File: src/rtl/acia_disp_pkg.sv
package acia_disp_pkg;

  typedef struct packed {
    logic loadData;
    logic masterReset;
    logic rdStatus;
    logic rdDataPort;
  } regStrobe_t;

  localparam int STAT_RX_FULL   = 0;
  localparam int STAT_TX_EMPTY  = 1;
  localparam int STAT_CARRIER   = 2;
  localparam int STAT_CLEAR_TX  = 3;
  localparam int STAT_IRQ       = 7;

  localparam int CTRL_IRQ_EN    = 7;
  localparam int CTRL_TXC_HI    = 6;
  localparam int CTRL_TXC_LO    = 5;

  localparam logic [1:0] CTRL_RESET_CODE = 2'b11;
  localparam logic [1:0] TXC_IRQ_ON      = 2'b01;

endpackage

File: src/rtl/acia_disp_ctrl.sv
module acia_disp_ctrl
  import acia_disp_pkg::*;
#(
  parameter int ADDR_W = 8,
  parameter int DATA_W = 8,
  parameter logic [ADDR_W-2:0] BASE_PAGE = 7'b0000011
) (
  input  logic              clk,
  input  logic              rstN,
  input  logic [ADDR_W-1:0] periphAddr,
  input  logic              periphWrN,
  input  logic              periphRdN,
  input  logic [DATA_W-1:0] periphWrData,
  input  logic              txEmpty,
  output regStrobe_t        strobe,
  output logic              irqReq
);

  logic       pageHit;
  logic       regSel;
  logic       wrCycle;
  logic       rdCycle;
  logic       ctrlWrite;
  logic       resetCode;
  logic       irqEnR;
  logic [1:0] txCtlR;

  // Address decode: upper bits pick the page, bit 0 picks the register
  assign pageHit   = (periphAddr[ADDR_W-1:1] == BASE_PAGE);
  assign regSel    = periphAddr[0];
  assign wrCycle   = pageHit && !periphWrN;
  assign rdCycle   = pageHit && !periphRdN;
  assign ctrlWrite = wrCycle && !regSel;
  assign resetCode = (periphWrData[1:0] == CTRL_RESET_CODE);

  always_comb begin
    strobe             = '0;
    strobe.loadData    = wrCycle && regSel;
    strobe.masterReset = ctrlWrite && resetCode;
    strobe.rdStatus    = rdCycle && !regSel;
    strobe.rdDataPort  = rdCycle && regSel;
  end

  // Control register: interrupt enable and transmit control field
  always_ff @(posedge clk or negedge rstN) begin
    if (!rstN) begin
      irqEnR <= 1'b0;
      txCtlR <= 2'b00;
    end else if (ctrlWrite && resetCode) begin
      irqEnR <= 1'b0;
      txCtlR <= 2'b00;
    end else if (ctrlWrite) begin
      irqEnR <= periphWrData[CTRL_IRQ_EN];
      txCtlR <= periphWrData[CTRL_TXC_HI:CTRL_TXC_LO];
    end
  end

  assign irqReq = irqEnR && (txCtlR == TXC_IRQ_ON) && txEmpty;

  // the reset code leaves both enables cleared
  assert_mreset_clears_ctrl_R8: assert property (@(posedge clk) disable iff (!rstN)
    strobe.masterReset |=> (!irqEnR && txCtlR == 2'b00));

  // traffic outside the window leaves the control state untouched
  assert_outside_window_inert_R1: assert property (@(posedge clk) disable iff (!rstN)
    !pageHit |=> ($stable(irqEnR) && $stable(txCtlR)));

  // the request never stands while the transmit side is busy
  assert_irq_needs_empty_R7: assert property (@(posedge clk) disable iff (!rstN)
    irqReq |-> txEmpty);

  // Strobes are mutually exclusive per register
  assert_strobe_onehot_R1: assert property (@(posedge clk) disable iff (!rstN)
    $onehot0({strobe.loadData, strobe.masterReset}));

endmodule

File: src/rtl/acia_disp_dp.sv
module acia_disp_dp
  import acia_disp_pkg::*;
#(
  parameter int DATA_W = 8
) (
  input  logic              clk,
  input  logic              rstN,
  input  regStrobe_t        strobe,
  input  logic [DATA_W-1:0] periphWrData,
  input  logic              irqReq,
  input  logic              sinkReady,
  output logic              sinkValid,
  output logic [DATA_W-1:0] sinkData,
  output logic [DATA_W-1:0] rdData,
  output logic              txEmpty
);

  logic              holdFull;
  logic [DATA_W-1:0] holdData;
  logic [DATA_W-1:0] statusByte;
  logic              acceptNow;
  logic              captureNow;

  assign acceptNow  = holdFull && sinkReady;
  assign captureNow = strobe.loadData && !holdFull;

  // One-entry holding register toward the character sink
  always_ff @(posedge clk or negedge rstN) begin
    if (!rstN) begin
      holdFull <= 1'b0;
      holdData <= '0;
    end else if (strobe.masterReset) begin
      holdFull <= 1'b0;
    end else if (captureNow) begin
      holdFull <= 1'b1;
      holdData <= periphWrData;
    end else if (acceptNow) begin
      holdFull <= 1'b0;
    end
  end

  assign sinkValid = holdFull;
  assign sinkData  = holdData;
  assign txEmpty   = !holdFull;

  // Status byte: receive side inert, modem lines report active (0)
  always_comb begin
    statusByte                = '0;
    statusByte[STAT_RX_FULL]  = 1'b0;
    statusByte[STAT_TX_EMPTY] = !holdFull;
    statusByte[STAT_CARRIER]  = 1'b0;
    statusByte[STAT_CLEAR_TX] = 1'b0;
    statusByte[STAT_IRQ]      = irqReq;
  end

  // Registered read port
  always_ff @(posedge clk or negedge rstN) begin
    if (!rstN) begin
      rdData <= '0;
    end else if (strobe.rdStatus) begin
      rdData <= statusByte;
    end else if (strobe.rdDataPort) begin
      rdData <= '0;
    end
  end

  // an offered byte is held until taken
  assert_hold_until_ready_R5: assert property (@(posedge clk) disable iff (!rstN)
    (sinkValid && !sinkReady && !strobe.masterReset) |=> (sinkValid && $stable(sinkData)));

  // a write into a full holding register does not disturb it
  assert_drop_when_full_R6: assert property (@(posedge clk) disable iff (!rstN)
    (holdFull && strobe.loadData) |=> $stable(holdData));

  // a write into an empty holding register is offered next cycle
  assert_capture_offered_R4: assert property (@(posedge clk) disable iff (!rstN)
    (!holdFull && strobe.loadData) |=> (sinkValid && sinkData == $past(periphWrData)));

  // data-port reads return zero
  assert_data_read_zero_R3: assert property (@(posedge clk) disable iff (!rstN)
    strobe.rdDataPort |=> (rdData == '0));

  // fixed status bits read zero
  assert_status_fixed_bits_R2: assert property (@(posedge clk) disable iff (!rstN)
    strobe.rdStatus |=> (rdData[STAT_RX_FULL] == 1'b0 && rdData[STAT_CARRIER] == 1'b0
                         && rdData[STAT_CLEAR_TX] == 1'b0));

  // master reset empties the holding register
  assert_mreset_empties_R8: assert property (@(posedge clk) disable iff (!rstN)
    strobe.masterReset |=> !sinkValid);

endmodule

File: src/rtl/acia_disp_regif.sv
module acia_disp_regif
  import acia_disp_pkg::*;
#(
  parameter int ADDR_W = 8,
  parameter int DATA_W = 8,
  parameter logic [ADDR_W-2:0] BASE_PAGE = 7'b0000011
) (
  input  logic              clk,
  input  logic              rstN,
  input  logic [ADDR_W-1:0] periphAddr,
  input  logic              periphWrN,
  input  logic              periphRdN,
  input  logic [DATA_W-1:0] periphWrData,
  output logic [DATA_W-1:0] rdData,
  output logic              irqReq,
  output logic              sinkValid,
  output logic [DATA_W-1:0] sinkData,
  input  logic              sinkReady
);

  regStrobe_t strobe;
  logic       txEmpty;

  acia_disp_ctrl #(
    .ADDR_W(ADDR_W), .DATA_W(DATA_W), .BASE_PAGE(BASE_PAGE)
  ) ctrl_i (
    .clk(clk), .rstN(rstN), .periphAddr(periphAddr), .periphWrN(periphWrN),
    .periphRdN(periphRdN), .periphWrData(periphWrData), .txEmpty(txEmpty),
    .strobe(strobe), .irqReq(irqReq)
  );

  acia_disp_dp #(
    .DATA_W(DATA_W)
  ) dp_i (
    .clk(clk), .rstN(rstN), .strobe(strobe), .periphWrData(periphWrData),
    .irqReq(irqReq), .sinkReady(sinkReady), .sinkValid(sinkValid),
    .sinkData(sinkData), .rdData(rdData), .txEmpty(txEmpty)
  );

  // reset leaves the sink idle and the request low
  assert_idle_after_reset_R9: assert property (@(posedge clk) disable iff (!rstN)
    $rose(rstN) |-> (!sinkValid && !irqReq));

endmodule

File: config.mk
export PLATFORM = sky130hd
export DESIGN_NAME = acia_disp_regif
export DESIGN_NICKNAME = d
export VERILOG_FILES = /design/src/rtl/acia_disp_pkg.sv /design/src/rtl/acia_disp_ctrl.sv /design/src/rtl/acia_disp_dp.sv /design/src/rtl/acia_disp_regif.sv
export SDC_FILE = /design/constraint.sdc
export NUM_CORES = 1
export LEC_CHECK = 0
export BUFFER_PORTS_ARGS = -buffer_cell sky130_fd_sc_hd__buf_2
export CAP_MARGIN = 5
export CORE_ASPECT_RATIO = 1.2
export CORE_MARGIN = 2
export CORE_UTILIZATION = 40
export CTS_CLUSTER_DIAMETER = 200
export DETAILED_ROUTE_END_ITERATION = 10
export PLACE_DENSITY = 0.72
export SETUP_SLACK_MARGIN = 0.1
export SLEW_MARGIN = 20
export SYNTH_ARGS = -nofsm -noshare
export SYNTH_HDL_FRONTEND = slang
export SYNTH_HIERARCHICAL = 1
export SYNTH_SLANG_ARGS = --single-unit
File: constraint.sdc
create_clock -name clk -period 2.7 [get_ports clk]
set_input_delay 0.27 -clock clk [delete_from_list [all_inputs] [get_ports clk]]
set_output_delay 0.27 -clock clk [all_outputs]
set_load 0.03 [all_outputs]
# Word-level counts from Yosys, hierarchy flattened
# Cells that the tools add are included.
# totals
wordCells	37
regBits	20
mem_bits_ro	0
mem_bits_rw	0
n_memories	0
latch_bits	0
in_bits	21
# op_classes
reduce_logical	19
eq_ne	3
mul	0
mux	9
div_mod_pow	0
n_addsub	0
magnitude_cmp	0
bitwise	1
shifts	0
# op_table
op	count
$mux 8	2
$logic_and 1x1->1	11
$eq 7x2->1 const B	1
$mux 1	5
$logic_not 1->1	4
$mux 2	2
$reduce_bool 2->1	2
$reduce_bool 3->1	1
$eq 2x1->1 const B	1
$eq 2x2->1 const B	1
$reduce_and 2->1	1
$not 1->1	1

# Longest topological paths before layout
# logic_depth
word_depth	6
ltp_mapped	5
ltp_nobuf	5

# Hierarchy
# The synthesis kept the hierarchy.
# by_module_without_submodules
mod	n_inst	area_each_um2	cells_each	seq_area_each_um2
acia_disp_dp	1	476.7	34	275.3
acia_disp_ctrl	1	211.5	26	75.1

# Worst setup path before layout
# No wires, ideal clock.
# synth_path
path_kind	reg2reg
start	register dp_i.holdFull (netlist: dp_i/sinkValid)
end	register dp_i.rdData[7]
required_time_ns	2.633
slack_ns	0.996
path_stages_with_launch	5
arrival_ns	1.637
path_buffers	0
setup_ns	0.067
cell_sequence	dfrtp_1 -> inv_1 -> nand2_1 -> nor3_1 -> a22o_1
# synth_via
elab_chain_len	3
# synth_lines
element	line	source
start, declared	acia_disp_dp.sv:18	logic holdFull;
start signal, assigned	acia_disp_dp.sv:30	holdFull <= 1'b0;
start signal, assigned	acia_disp_dp.sv:33	holdFull <= 1'b0;
start signal, assigned	acia_disp_dp.sv:35	holdFull <= 1'b1;
$logic_not 1->1	acia_disp_dp.sv:44	assign txEmpty = !holdFull;
via txEmpty	acia_disp_regif.sv:22	logic txEmpty;
$logic_and 1x1->1	acia_disp_ctrl.sv:58	assign irqReq = irqEnR && (txCtlR == TXC_IRQ_ON) && txEmpty;
via irqReq	acia_disp_regif.sv:15	output logic irqReq,
$mux 8	acia_disp_dp.sv:60	end else if (strobe.rdStatus) begin
end signal, assigned	acia_disp_dp.sv:61	rdData <= statusByte;
end, declared	acia_disp_dp.sv:14	output logic [DATA_W-1:0] rdData,
# The timed path passes the listed nets, and every way through them passes these cells.
# A chain may end at the register's enable or synchronous reset.

==> impl_metrics.json <==
{
  "num_rows": 16,
  "synth_commonest_cells": "dfrtp_1, mux2_2, nand2_1, buf_4",
  "tns_ns": 0,
  "clockBufferDepth": 2,
  "dr.pass1.iters": 2,
  "timing.rr.start": "dp_i/sinkValid",
  "die_w_um": 41.9,
  "core_area_um2": 1620,
  "clkSinkCount": 14,
  "place_area_um2": 840,
  "grt_pass1_wl_mm": 2.26,
  "grt-ovfl-total": 0,
  "use_met2_pct": 24.2,
  "synth_cells": 60,
  "synth.avg_cell_area_um2": 11.5,
  "syn-cell-area_um2": 688,
  "clk-insertion-delay-late_ns": 0.26,
  "portBuffers": 32,
  "drcViolationCount": 0,
  "min_to": "dp_i/sinkData[3]",
  "p_leak_nw": 0.492,
  "fp.dieH_um": 49.4,
  "cts_tree": "yes",
  "finalClockSkew_ns": 0.00188,
  "dieArea_um2": 2070,
  "start_util_pct": 42.4,
  "synth_seq_area_share_pct": 50.9,
  "grt_max_degree": 15,
  "async_flop_share_pct": 100,
  "cp.required_ns": 2.85,
  "final_util_pct": 53.8,
  "grt_pass1_vias": 537,
  "status": "finished clean",
  "power_density_nw_per_um2": 463,
  "worst-r2r-cell-count": 2,
  "htree_levels": 1,
  "numCtsBuffers": 3,
  "slew_violations": 0,
  "use_met1_pct": 16.9,
  "drv_cap": 0,
  "rrSetupSlack_ns": 1.35,
  "path_cells": "buf_2 -> nor4b_1 -> nand2_1 -> nor2_1 -> nor3b_4 -> mux2_2",
  "ys_ff_latch": 14,
  "cpPeakStageDelay_ns": 0.42,
  "synth-edff-count": 0,
  "crit_buf_inv": 1,
  "crit_slowest_cell": "nor3b_4",
  "ir_drop_mv": 0.280,
  "fmax_mhz": 626,
  "antenna_found_initial": 0,
  "nets": 117,
  "endpoint_kind": "flop",
  "grt.met3_usage_pct": 4.07,
  "synth_area_leaders": "dfrtp_1, mux2_2, buf_4",
  "finalCritPeriodShare_pct": 59.2,
  "synth_largest_type_area_fraction_pct": 50.9,
  "critPathTopFamily": "simple AND/OR/NAND/NOR gates",
  "io_pins": 39,
  "stdcell_count": 112,
  "antenna_left": 0,
  "dp_hpwl_mm": 1.03,
  "layout-area-overhead-vs-synth_pct": 26.7,
  "rr_endpoint": "dp_i/sinkData[4]",
  "clk_pin_slew_worst_paths_ns": 0.07,
  "final_hold_viol_count": 0,
  "yosysMostFrequentCell": "dfrtp_1",
  "antenna_cells": 0,
  "rsz0062_at_grt": "no",
  "wl_per_cell_um": 11.1,
  "gp_congestion": 0.784,
  "ys_warn_count": 6,
  "dp_cells": 108,
  "worst_setup_path_start_kind": "input port",
  "wl_mm": 1.24,
  "vias": 529,
  "layout-drive-gt1-share_pct": 48.9,
  "min_from": "periphWrData[3]",
  "groute.usage.overall_pct": 14.4,
  "final_design_area_no_fill_um2": 872,
  "synth_ff_type": "dfrtp_1",
  "cp_max_fo": 8,
  "synth.distinct_cells": 19,
  "min_path_cells": 2,
  "root_buffer": "clkbuf_4",
  "grt_busiest_layer": "met2",
  "crit_arrival_ns": 1.75,
  "drtIter0Drc": 1,
  "hp-class": "input port to flop",
  "avgViaCountPerCell": 4.72,
  "period_needed_ns": 1.60,
  "finalSetupViolations": 0,
  "yosysTopAreaCell": "dfrtp_1",
  "critPathKind": "input port to flop"
}
-- state kept, by name, indices dropped and copies added, names as in the netlist --
register,count
dp_i/sinkData,8
dp_i/rdData,2
ctrl_i/txCtlR,2
ctrl_i/irqEnR,1
dp_i/sinkValid,1
-- routing by layer --
layer  wire [um]  up-vias  part of all wire (%)
li1            -      260                     -
met1         498      237                    40
met2         611       30                    49
met3         121        2                   9.8
met4          10        0                  0.81
met5           0        -                     0
-- worst reg2reg max path: cells and delay by family (launching register included) --
kind	cells	cell delay, ns
flops	1	0.43
simple gates	1	0.42
mux	1	0.39
-- cells in the final DEF (no fill, tap or decap) --
| cell type | n |
|---|---|
| nor4b_1 | 1 |
| nor3_1 | 2 |
| nand2b_1 | 1 |
| and4bb_2 | 1 |
| a22o_1 | 2 |
| dlygate4sd3_1 | 1 |
| a21oi_1 | 1 |
| conb_1 | 6 |
| mux2_2 | 8 |
| dfrtp_1 | 14 |
| clkbuf_4 | 3 |
| and3b_1 | 1 |
| buf_2 | 32 |
| nor2_1 | 4 |
| or2b_1 | 1 |
| mux2i_1 | 3 |
| nand2_1 | 7 |
| inv_1 | 4 |
| nor4_2 | 1 |
| nor3b_4 | 1 |
-- cells by family after synthesis --
kind of cell | count (synthesis) | synth area share [%]
AOI/OAI and AO/OA | 3 | 3.27
buffers and inverters | 11 | 9.45
and+or+nand+nor | 20 | 18.4
muxes | 11 | 17.5
other | 1 | 0.545
DFF | 14 | 50.9
-- power breakdown --
group          total, mW  internal [mW]  switching (mW)
clock              0.108         0.0514          0.0565
sequential         0.223          0.219         0.00433
combinational     0.0720         0.0257          0.0464
total              0.403          0.296           0.107
-- area by class of cell --
type	instances	area (um^2)
Timing Repair Buffer	33	170
Inverter	4	15.0
Tap cell	18	22.5
Sequential cell	14	350
Fill cell	161	749
Clock buffer	3	22.5
Multi-Input combinational cell	40	292
-- timing repair --
action,CTS,global route
buffers inserted,0,0
gates resized for setup,0,0
hold buffers,1,0
hold endpoints to repair,14,0
-- stage by stage --
stage | hold slack, ns | worst slack (ns) | power, mW
after floorplan | -0.0256 | 0.996 | 0.275
after global placement | 0.176 | 0.865 | 0.298
after detailed placement | 0.182 | 0.785 | 0.299
after CTS | 0.220 | 1.06 | 0.412
after global routing | 0.220 | 0.925 | 0.428
final | 0.234 | 1.10 | 0.403
-- worst max path at each step --
stage / from / endpoint / slack [ns] / cells after the start
2_1_floorplan: dp_i/sinkValid / dp_i/rdData[7] / 1.0 / 4
3_3_place_gp: periphAddr[4] / dp_i/sinkData[6] / 0.87 / 6
3_5_place_dp: periphAddr[4] / dp_i/sinkData[5] / 0.79 / 6
4_1_cts: periphAddr[4] / dp_i/sinkData[4] / 1.06 / 6
5_1_grt: periphAddr[4] / dp_i/sinkData[4] / 0.93 / 6
6_report: periphAddr[4] / dp_i/sinkData[4] / 1.10 / 6
(Power assumes the default switching activity.)
